===== src/rtl/sdram_state_tracker.sv =====
module sdram_state_tracker #(
  parameter int BURST_LEN = 4,
  parameter int BANK_BITS = 2
) (
  input  logic                        clk,
  input  logic                        rst_n,
  input  logic                        cke,
  input  logic                        cs_n,
  input  logic                        ras_n,
  input  logic                        cas_n,
  input  logic                        we_n,
  input  logic [BANK_BITS-1:0]        ba,
  input  logic                        a10,
  output logic [3:0]                  dev_state,
  output logic [(1<<BANK_BITS)-1:0]   bank_open,
  output logic                        illegal
);
  localparam int NB = 1 << BANK_BITS;
  localparam int CW = (BURST_LEN > 1) ? $clog2(BURST_LEN) : 1;

  localparam logic [2:0] C_MRS = 3'b000, C_REF = 3'b001, C_PRE = 3'b010, C_ACT = 3'b011;
  localparam logic [2:0] C_WR  = 3'b100, C_RD  = 3'b101, C_BST = 3'b110, C_NOP = 3'b111;

  typedef enum logic [3:0] {
    S_IDLE = 4'd0, S_MRS = 4'd1, S_EMRS = 4'd2, S_AREF = 4'd3,
    S_SREF = 4'd4, S_DPD = 4'd5, S_ACT = 4'd6, S_RD = 4'd7,
    S_WR = 4'd8, S_RDS = 4'd9, S_WRS = 4'd10, S_IPD = 4'd11, S_APD = 4'd12
  } st_t;

  st_t                  st, st_n;
  logic [NB-1:0]        open_n;
  logic [CW-1:0]        cnt, cnt_n;
  logic                 ap, ap_n;
  logic [BANK_BITS-1:0] bb, bb_n;
  logic                 bad, take, start, end_burst;

  wire [2:0] cmd       = {ras_n, cas_n, we_n};
  wire       sel       = !cs_n;
  wire       bursting  = (st == S_RD) || (st == S_WR);
  wire       normal    = (st == S_IDLE) || (st == S_ACT) || bursting;
  wire       transient = (st == S_MRS) || (st == S_EMRS) || (st == S_AREF);

  always_comb begin
    bad = 1'b0;
    if (cke && sel) begin
      if (transient)
        bad = (cmd != C_NOP);
      else if (normal)
        case (cmd)
          C_ACT:       bad = bank_open[ba];
          C_RD, C_WR:  bad = !bank_open[ba] || (bursting && ap);
          C_PRE:       bad = bursting;
          C_REF, C_MRS: bad = (st != S_IDLE);
          default:     bad = 1'b0;
        endcase
    end
  end

  assign take = cke && sel && normal && !bad;

  always_comb begin
    st_n      = st;
    open_n    = bank_open;
    cnt_n     = cnt;
    ap_n      = ap;
    bb_n      = bb;
    start     = 1'b0;
    end_burst = 1'b0;
    case (st)
      S_IDLE, S_ACT, S_RD, S_WR: begin
        if (!cke) begin
          if (st == S_IDLE && sel && cmd == C_REF)      st_n = S_SREF;
          else if (st == S_IDLE && sel && cmd == C_BST) st_n = S_DPD;
          else if (st == S_IDLE)                        st_n = S_IPD;
          else if (st == S_ACT)                         st_n = S_APD;
          else if (st == S_RD)                          st_n = S_RDS;
          else                                          st_n = S_WRS;
        end else begin
          if (bursting) begin
            if (cnt == '0) end_burst = 1'b1;
            else           cnt_n = cnt - CW'(1);
          end
          if (take)
            case (cmd)
              C_ACT:      open_n[ba] = 1'b1;
              C_RD, C_WR: start = 1'b1;
              C_PRE:      if (a10) open_n = '0; else open_n[ba] = 1'b0;
              C_BST:      if (bursting) end_burst = 1'b1;
              default:    ;
            endcase
          if (start) begin
            st_n  = (cmd == C_RD) ? S_RD : S_WR;
            cnt_n = CW'(BURST_LEN - 1);
            ap_n  = a10;
            bb_n  = ba;
          end else if (end_burst) begin
            if (ap) open_n[bb] = 1'b0;
            ap_n = 1'b0;
            st_n = (|open_n) ? S_ACT : S_IDLE;
          end else if (take && cmd == C_REF) begin
            st_n = S_AREF;
          end else if (take && cmd == C_MRS) begin
            st_n = ba[BANK_BITS-1] ? S_EMRS : S_MRS;
          end else if (!bursting) begin
            st_n = (|open_n) ? S_ACT : S_IDLE;
          end
        end
      end
      S_MRS, S_EMRS, S_AREF:  st_n = S_IDLE;
      S_SREF, S_DPD, S_IPD:   if (cke) st_n = S_IDLE;
      S_APD:                  if (cke) st_n = S_ACT;
      S_RDS:                  if (cke) st_n = S_RD;
      S_WRS:                  if (cke) st_n = S_WR;
      default:                st_n = S_IDLE;
    endcase
  end

  always_ff @(posedge clk or negedge rst_n) begin
    if (!rst_n) begin
      st        <= S_IDLE;
      bank_open <= '0;
      cnt       <= '0;
      ap        <= 1'b0;
      bb        <= '0;
      illegal   <= 1'b0;
    end else begin
      st        <= st_n;
      bank_open <= open_n;
      cnt       <= cnt_n;
      ap        <= ap_n;
      bb        <= bb_n;
      illegal   <= bad;
    end
  end

  assign dev_state = st;

  assert_idle_no_rows_R4: assert property (@(posedge clk) disable iff (!rst_n)
    st == S_IDLE |-> bank_open == '0);
  assert_dpd_no_rows_R11: assert property (@(posedge clk) disable iff (!rst_n)
    st == S_DPD |-> bank_open == '0);
  assert_sref_exit_R11: assert property (@(posedge clk) disable iff (!rst_n)
    (st == S_SREF && cke) |=> st == S_IDLE);
  assert_wsusp_resume_R10: assert property (@(posedge clk) disable iff (!rst_n)
    (st == S_WRS && cke) |=> st == S_WR);
  assert_suspend_holds_R10: assert property (@(posedge clk) disable iff (!rst_n)
    (st == S_WRS && !cke) |=> (st == S_WRS && $stable(bank_open)));
  assert_transient_one_cycle_R8: assert property (@(posedge clk) disable iff (!rst_n)
    (st == S_MRS || st == S_EMRS || st == S_AREF) |=> st == S_IDLE);
  assert_deselect_idle_R2: assert property (@(posedge clk) disable iff (!rst_n)
    (st == S_IDLE && cke && cs_n) |=> st == S_IDLE);
  assert_illegal_no_effect_R9: assert property (@(posedge clk) disable iff (!rst_n)
    (illegal && !$past(bursting)) |-> bank_open == $past(bank_open));
endmodule


===== config.mk =====
export PLATFORM = sky130hd
export DESIGN_NAME = sdram_state_tracker
export DESIGN_NICKNAME = d
export VERILOG_FILES = /design/src/rtl/sdram_state_tracker.sv
export SDC_FILE = /design/constraint.sdc
export NUM_CORES = 1
export LEC_CHECK = 0
export ABC_AREA = 1
export BUFFER_PORTS_ARGS = -buffer_cell sky130_fd_sc_hd__buf_2
export CAP_MARGIN = 20
export CORE_UTILIZATION = 41
export CTS_CLUSTER_DIAMETER = 60
export DETAILED_ROUTE_END_ITERATION = 8
export PLACE_DENSITY_LB_ADDON = 0.08
export SLEW_MARGIN = 20
export SYNTH_ARGS = -nofsm -noshare
export SYNTH_HDL_FRONTEND = slang
export SYNTH_SLANG_ARGS = --single-unit

===== constraint.sdc =====
create_clock -name clk -period 2.21 [get_ports clk]
set_input_delay 0.3315 -clock clk [delete_from_list [all_inputs] [get_ports clk]]
set_output_delay 0.3315 -clock clk [all_outputs]
set_load 0.01 [all_outputs]

Yosys cells after proc, flatten, opt, wreduce, memory -nomap -nowiden
Index checks and enable logic that the tools add are counted.
{"block": "op_classes", "mux": 58, "add_sub_neg": 1, "n_reduce_logical": 37, "order_cmp": 4, "n_eq_ne": 25, "bitwise": 5}
{"cell": "$mux W4", "count": 24}
{"cell": "$eq A4 B4 Y1 const B", "count": 5}
{"cell": "$pmux W4 S5", "count": 1}
{"cell": "$mux W1", "count": 19}
{"cell": "$eq A4 B3 Y1 const B", "count": 4}
{"cell": "$mux W3", "count": 4}
{"cell": "$reduce_or A4 Y1", "count": 3}
{"cell": "$logic_and A1 B1 Y1", "count": 11}
{"cell": "$mux W2", "count": 5}
{"cell": "$eq A3 B3 Y1 const B", "count": 3}
{"cell": "$and A4 B4 Y4", "count": 2}
{"cell": "$eq A4 B2 Y1 const B", "count": 2}
{"cell": "$ne A2 B2 Y1 const B", "count": 4}
{"cell": "$not A4 Y4", "count": 2}
{"cell": "$pmux W4 S2", "count": 1}
{"cell": "$ne A7 B6 Y1 const B", "count": 1}
{"cell": "$eq A3 B2 Y1 const B", "count": 2}
{"cell": "$logic_or A1 B1 Y1", "count": 6}
{"cell": "$lt A2 B3 Y1 const B", "count": 2}
{"cell": "$reduce_and A3 Y1", "count": 2}
{"cell": "$reduce_and A5 Y1", "count": 1}
{"cell": "$demux W1 S2", "count": 2}
{"cell": "$eq A4 B1 Y1 const B", "count": 1}
{"cell": "$ge A2 B1 Y1 const B", "count": 2}
{"cell": "17 further kinds", "count": 21}
{"block": "word_totals", "register_bits": 14, "output_inout_bits": 9}

Depth between registers and ports, before layout
Gate-level depths: netlist of run 1.
{"block": "depth", "depth_word": 25, "depth_mapped": 23, "depth_no_buf": 22}

Worst setup path before layout of run 1
No wires, ideal clock.
{"block": "synth_timing", "kind": "reg2reg", "start": "register st[2], in the netlist dev_state[2]", "end": "register st[1], in the netlist dev_state[1]", "required_ns": 2.086, "slack_ns": 0.173, "period_less_slack_ns": 2.037, "path_stages_with_launch": 19, "arrival_ns": 1.913, "path_cell_list": "dfrtp_1 -> inv_2 -> nor2_4 -> nand2_2 -> nand2_2 -> nand2_1 -> nand2_1 -> nor2_1 -> nand2_1 -> nand2_1 -> nand2_2 -> nand2_4 -> nand2_8 -> nor3_4 -> inv_2 -> nand4_2 -> nand2_4 -> nor3_1 -> a21oi_1"}
{"block": "synth_between", "elab_chain_len": 25, "word_cells_on_any_way": 75, "classes_between": "eq/ne: 17; mux: 35; bitwise: 1; reduce/logical: 22"}
{"item": "from (decl)", "line": "30", "rtl": "st_t st, st_n;"}
{"item": "from (signal assigned)", "line": "127", "rtl": "st <= st_n;"}
{"item": "$eq A4 B3 Y1 / $eq A4 B4 Y1 (equally long branches)", "line": "39, 69, 76"}
{"item": "$logic_or A1 B1 Y1", "line": "39", "rtl": "wire bursting = (st == S_RD) || (st == S_WR);"}
{"item": "$logic_and A1 B1 Y1", "line": "51", "rtl": "C_RD, C_WR: bad = !bank_open[ba] || (bursting && ap);"}
{"item": "$logic_or A1 B1 Y1", "line": "51"}
{"item": "$pmux W1 S4", "line": "49", "rtl": "case (cmd)"}
{"item": "$mux W1", "line": "48", "rtl": "else if (normal)"}
{"item": "$mux W1", "line": "46", "rtl": "if (transient)"}
{"item": "$mux W1", "line": "45", "rtl": "if (cke && sel) begin"}
{"item": "[... 9 more ...]"}
{"item": "$mux W4", "line": "71", "rtl": "if (!cke) begin"}
{"item": "$mux W4", "line": "69", "rtl": "case (st)"}
{"item": "$reduce_or A4 Y1", "line": "99", "rtl": "st_n = (|open_n) ? S_ACT : S_IDLE;"}
{"item": "$mux W3", "line": "99"}
{"item": "$mux W4", "line": "96", "rtl": "end else if (end_burst) begin"}
{"item": "$mux W4", "line": "91", "rtl": "if (start) begin"}
{"item": "$mux W4", "line": "71"}
{"item": "$pmux W4 S5", "line": "69"}
Parallel ways exist; a longest one is shown, timed or not. The select of a mux whose other input is x is not followed.
A chain may end at the register's enable or synchronous reset.

Worst setup path after layout of run 1
Ends and elaborated chain as after synthesis.

==> flow_metrics.env, run 1 <==
export IMPL_comb_power_share=0.638
export IMPL_num_rows=20
export IMPL_fin_crit_ps=2175
export IMPL_drt_vias_per_instance=4.927
export IMPL_path_max_fanout=7
export IMPL_cap_viol_max_count=0
export IMPL_start_util=0.4429
export IMPL_dpl_worst_slack_ps=37.97
export IMPL_timing_setup_tns_ps=0
export IMPL_clock_latency_ps=280
export IMPL_clkTransAtPathRegs_ps=80
export IMPL_diodes=0
export IMPL_finalWeightedCongestion=0.8562
export IMPL_multi_input_area_um2=959.7
export IMPL_critPathMaxStageDelay_ps=480
export IMPL_area_delta_synth_final_pct=28.32
export IMPL_netSwitchingPower_uw=796.7
export IMPL_ant_nets=0
export IMPL_synthCells=217
export IMPL_via_count=1493
export IMPL_seq_area_um2=354.1
export IMPL_yosysUniqueCellTypes=31
export IMPL_synth_nets=228
export IMPL_drive_gt1_frac=0.3745
export IMPL_clk_path_buf_depth=2
export IMPL_fmax_mhz=459.8
export IMPL_cp_common_cell="nand2_1"
export IMPL_grt_pass1_wl_um=6037
export IMPL_cts_inserted_buffers=3
export IMPL_end_kind="flip-flop"
export IMPL_grt_overflow=0
export IMPL_dp_cells=295
export IMPL_p_clk_frac=0.095
export IMPL_cp_num_buf_inv=1
export IMPL_worst_hold_slack_ps=406.3
export IMPL_core_um2=3153
export IMPL_rsz0062_at_grt="yes"
export IMPL_io_buffers=18
export IMPL_p_leak_uw=0.0009361
export IMPL_final_nets=272
export IMPL_fill_cells=334
export IMPL_synthArstFlopShare=1.000
export IMPL_required_ps=2430
export IMPL_antenna_found_initial=0
export IMPL_die_y_um=60.36
export IMPL_seq_area_frac_synth=0.2509
export IMPL_period_share=0.9841
export IMPL_grt_pass1_vias=1332
export IMPL_fin_util=0.5683
export IMPL_grt_max_degree=15
export IMPL_die_w_um=60.36
export IMPL_wl_um=3824
export IMPL_cp_start_kind="flip-flop"
export IMPL_crit_family="simple AND/OR/NAND/NOR gates"
export IMPL_slew_headroom=0.7353
export IMPL_synth_flop_cell="dfrtp_1"
export IMPL_wl_per_cell_um=12.62
export IMPL_htree_levels=1
export IMPL_io_pins=19
export IMPL_cts_tree="done"
export IMPL_layout_cells_non_filler=303
export IMPL_yosys_register_bits=14
export IMPL_power_switching_share=0.4988
export IMPL_status="completed"
export IMPL_synth_edf_count=0
export IMPL_p_int_uw=800.6
export IMPL_dp_hpwl_um=3097
export IMPL_fin_skew_ps=5.107
export IMPL_critical_path_class="reg -> reg"
export IMPL_clkSinkCount=14
export IMPL_avgSynthCellArea_um2=6.435
export IMPL_cts_root_buf="clkbuf_4"
export IMPL_peakVddDrop_uv=438.2
export IMPL_finalHoldViolCount=0
export IMPL_tightest_slew_ps=394.1
export IMPL_netlist_area_um2=1396
export IMPL_yosysWarnings=0
export IMPL_finalSetupViolCount=0
export IMPL_p_seq_frac=0.267
export IMPL_drcViolationCount=0
export IMPL_drtIter0Drc=49
export IMPL_cp_data_arrival_time_ps=2390
export IMPL_dieArea_um2=3643
export IMPL_cp_cell_sequence="nor2_4, nand2_2, nand2_4, nand2_1, nand2_1, nand2_1, nand2_1, nand2_1, nand2_2, nand2_4, nand2_8, nand2_4, buf_4, a21oi_2, nor2_1, nand2_2, nand3_2, nand2_1, nand2_1, a21oi_2"
export IMPL_final_setup_worst_slack_ps=35.08
export IMPL_report_final_slew_viol_count=0
export IMPL_hold_class="in -> reg"
export IMPL_power_density_nw_per_um2=891.5
export IMPL_dr_pass1_iters=4
export IMPL_cpMaxStageDelayCell="dfrtp_2"
export IMPL_grtUsageTotal=0.2273
what timing repair did:
item | CTS | global route
hold buffers | 1 | 0
hold endpoints to repair | 14 | 0
buffers inserted | 0 | 4
resized for setup | 0 | 27
endpoints found under the setup margin | 0 | 8
placed cells by master (no fill, tap or decap), drive strengths merged, types with 3 or more instances in the layout:
master	n
a21oi	6
dfrtp	14
nand2	71
o22ai	4
nand3	17
nor3	11
o21ai	18
buf	40
o211ai	3
nand3b	3
nor2	26
clkbuf	3
inv	35
power groups by stage:
stage | clock (uW) | combinational, uW | sequential, uW
after floorplan | 0 | 623 | 434
after global placement | 0 | 938 | 417
after detailed placement | 0 | 937 | 417
after CTS | 158 | 941 | 413
after global routing | 171 | 1140 | 437
final | 151 | 1020 | 427
worst register-to-register path, stage by stage, from the launching register on:
cell and delay (ps):
dfrtp_2 480, nor2_4 160, nand2_2 80, nand2_4 90
nand2_1 50, nand2_1 60, nand2_1 40, nand2_1 60
nand2_1 50, nand2_2 80, nand2_4 100, nand2_8 140
nand2_4 60, buf_4 130, a21oi_2 100, nor2_1 60
nand2_2 70, nand3_2 70, nand2_1 60, nand2_1 60
a21oi_2 120
cell type report:
class	count	area share
inverter	35	0.07332
tap	44	0.03073
multi-input combinational	166	0.5356
clock buffer	3	0.01257
sequential	14	0.1976
timing repair buffer	41	0.1501
stage by stage:
| stage | instance area, um2 | total power [uW] |
|---|---|---|
| final | 1792 | 1597 |
| after global routing | 1792 | 1746 |
| after CTS | 1690 | 1512 |
| after detailed placement | 1658 | 1354 |
| after global placement | 1658 | 1355 |
| after floorplan | 1396 | 1057 |
cell families after synthesis:
logic type | synth area share
buffers and inverters | 0.1075
and+or+nand+nor | 0.4839
adders and majority gates | 0.008959
AOI/OAI and AO/OA | 0.1487
DFF | 0.2509
cells in the mapped netlist (2+ instances only):
cell type	count	area share
a21oi_1	5	0.018
dfrtp_1	14	0.25
inv_1	26	0.070
inv_2	9	0.024
nand2_1	54	0.15
nand2_2	12	0.054
nand2_4	4	0.032
nand3_1	16	0.057
nand3b_1	3	0.016
nor2_1	23	0.062
nor3_1	9	0.032
nor3_4	2	0.023
o211ai_1	3	0.016
o21ai_0	17	0.061
o22ai_1	4	0.018
state kept, by name, summed over array words and instances (netlist names):
register and flops:
cnt 2, dev_state 4, ap 1, bank_open 4, illegal 1, bb 2
worst paths after layout:
| path | from | end | slack (ps) | depth (start not counted) |
|---|---|---|---|---|
| worst min register to register | cnt[0] | cnt[0] | 540 | 2 |
| worst min-delay path | a10 | ap | 410 | 3 |
| worst max-delay path | dev_state[2] | dev_state[1] | 40 | 20 |
| min in group asynchronous | rst_n | illegal | 470 | 2 |
| worst max register to register | dev_state[2] | dev_state[1] | 40 | 20 |
| max in group asynchronous | rst_n | dev_state[3] | 1460 | 2 |
metal layers:
| layer | share of wire | global-route usage | vias to the layer above |
|---|---|---|---|
| met4 | 0.013 | 0.05316 | 0 |
| met5 | 0 | 0 | - |
| met2 | 0.53 | 0.4239 | 35 |
| met1 | 0.42 | 0.2677 | 661 |
| met3 | 0.038 | 0.04051 | 7 |
| li1 | - | - | 790 |
(Power assumes the default switching activity.)
==> run 2, diff against run 1 <==
- CORE_ASPECT_RATIO: not set -> 0.5
- GPL_TIMING_DRIVEN: not set -> 0
==> run 2 against run 1 <==
The flow now finishes with violations (design-rule violations, negative setup slack). Count of clock-buffer cells in the layout unchanged. Register-to-register slack worse by 40 ps. Sequential share of layout area up 0.98 points. Critical path depth up 2. Non-clock buffer count down 12. Flip-flop and latch count unchanged. Fmax down 1.9%. Clock power up 43%. Cell count down 5.3%. Critical endpoint unchanged. Highest routed layer unchanged.
==> flow_metrics.env, run 2 (same netlist as run 1, synthesis figures left out) <==
export IMPL_status="complete, but fails checks"
export IMPL_violations="design-rule violations, negative setup slack"
export IMPL_io_buffers=16
export IMPL_fin_skew_ps=2.041
export IMPL_final_nets=260
export IMPL_cp_start_kind="flip-flop"
export IMPL_io_pins=19
export IMPL_die_w_um=84.53
export IMPL_clk_path_buf_depth=2
export IMPL_power_density_nw_per_um2=942.5
export IMPL_critPathMaxStageDelay_ps=450
export IMPL_fin_crit_ps=2218
export IMPL_clkTransAtPathRegs_ps=60
export IMPL_finalWeightedCongestion=0.8199
export IMPL_clock_latency_ps=250
export IMPL_fin_util=0.5494
export IMPL_cp_common_cell="nand2_1"
export IMPL_cp_cell_sequence="inv_2, nor2_4, nand2_2, nand2_4, nand2_1, nand2_1, nand2_1, nand2_1, nand2_1, nand2_2, nand2_4, nand2_8, nand2_2, nand2_2, nor2_2, nand2_1, nand2_1, nand2_1, nand3_1, nand2_1, nand2_1, a21oi_1"
export IMPL_slew_headroom=0.7409
export IMPL_grt_pass1_wl_um=5934
export IMPL_cap_viol_max_count=0
export IMPL_tightest_slew_ps=383.8
export IMPL_num_rows=14
export IMPL_p_leak_uw=0.0008758
export IMPL_start_util=0.4478
export IMPL_report_final_slew_viol_count=0
export IMPL_grtUsageTotal=0.2139
export IMPL_end_kind="flip-flop"
export IMPL_htree_levels=1
export IMPL_cts_tree="done"
export IMPL_area_delta_synth_final_pct=22.67
export IMPL_netSwitchingPower_uw=791.9
export IMPL_cts_root_buf="clkbuf_8"
export IMPL_hold_path_depth=3
export IMPL_grt_overflow=0
export IMPL_grt_pass1_vias=1302
export IMPL_via_count=1458
export IMPL_final_cell_mix="51 x nand2_1, 24 x inv_1, 20 x nor2_1"
export IMPL_grt_max_degree=15
export IMPL_antenna_found_initial=0
export IMPL_drcViolationCount=2
export IMPL_final_setup_worst_slack_ps=-7.913
export IMPL_hold_class="in -> reg"
export IMPL_layout_cells_non_filler=287
export IMPL_finalHoldViolCount=0
export IMPL_post_route_cell_area_um2=1713
export IMPL_finalSetupViolCount=2
export IMPL_cts_inserted_buffers=3
export IMPL_drt_vias_per_instance=5.080
export IMPL_dp_cells=273
export IMPL_cpMaxStageDelayCell="dfrtp_2"
export IMPL_comb_power_share=0.593
export IMPL_r2r_cells=22
export IMPL_p_seq_frac=0.273
export IMPL_period_share=1.004
export IMPL_required_ps=2380
export IMPL_p_int_uw=822.5
export IMPL_critical_path_class="reg -> reg"
export IMPL_fmax_mhz=450.9
export IMPL_clkSinkCount=14
export IMPL_p_clk_frac=0.134
export IMPL_timing_setup_tns_ps=-13.58
export IMPL_cp_data_arrival_time_ps=2390
export IMPL_ant_nets=0
export IMPL_power_switching_share=0.4905
export IMPL_mostFrequentLayoutCell="nand2_1"
export IMPL_path_max_fanout=7
export IMPL_peakVddDrop_uv=540.5
export IMPL_placed_area_um2=1526
export IMPL_die_y_um=43.27
export IMPL_wl_um=3597
export IMPL_wl_per_cell_um=12.53
export IMPL_rsz0062_at_grt="yes"
export IMPL_dieArea_um2=3657
export IMPL_dpl_worst_slack_ps=-165.5
export IMPL_drtIter0Drc=60
export IMPL_core_um2=3118
export IMPL_drive_gt1_frac=0.3279
export IMPL_dr_pass1_iters=6
export IMPL_diodes=0
export IMPL_dp_hpwl_um=2733
## run 2: cell types whose count changed in the layout (fill, tap and decap cells not counted), sizes merged
cell	change
buf	-12
## run 2: worst max-delay path: cells and delay by family (launching register included)
family / cells / cell delay, ps
AOI/OAI and AO/OA: 1 / 120
and+or+nand+nor: 20 / 1500
buffers and inverters: 1 / 70
DFF: 1 / 450
## run 2: per-stage QoR
stage,total power [uW],hold WS (ps)
3_5_place_dp,1263,256.2
6_report,1614,357.3
4_1_cts,1558,352.6
3_3_place_gp,1258,248.7
5_1_grt,1761,393.5
2_1_floorplan,1057,35.91
## run 2: final timing paths
path,slack (ps),start,endpoint
setup / recovery,-8,dev_state[2],dev_state[1]
max in group asynchronous,1420,rst_n,dev_state[3]
min in group asynchronous,510,rst_n,bb[0]
hold reg to reg,560,cnt[1],cnt[1]
setup reg to reg,-8,dev_state[2],dev_state[1]
hold / removal,360,ba[0],bb[0]
## run 2: power by group through the flow
| stage | clock, uW | sequential, uW | combinational, uW |
|---|---|---|---|
| floorplan | 0 | 434 | 623 |
| global placement | 0 | 429 | 829 |
| detailed placement | 0 | 428 | 835 |
| CTS | 225 | 435 | 898 |
| global route | 234 | 458 | 1070 |
| finish | 216 | 441 | 957 |
## run 2: metal layers
metal  routed length, um  track usage  vias to the layer above
met1                1828       0.2918                      656
met5                   0            0                        -
met3                 151      0.05253                        4
met2                1601       0.3528                       31
met4                  15      0.03051                        0
li1                    -            -                      767
## run 2: repair_timing
item                       in CTS  in global routing
buffers inserted                8                  2
resized for setup              11                 11
gates cloned                    0                  0
setup endpoints to repair       7                 10
hold buffers                    1                  0
hold endpoints to repair       14                  0
pin swaps                       2                  5
## run 2: layout make-up
type / instances / area, um2
Multi-Input combinational cell: 166 / 950.9
Timing Repair Buffer: 27 / 165.2
Clock buffer: 3 / 41.29
Inverter: 35 / 131.4
Fill cell: 325 / 1405
Tap cell: 40 / 50.05
Sequential cell: 14 / 355.3
Buffer: 2 / 18.77
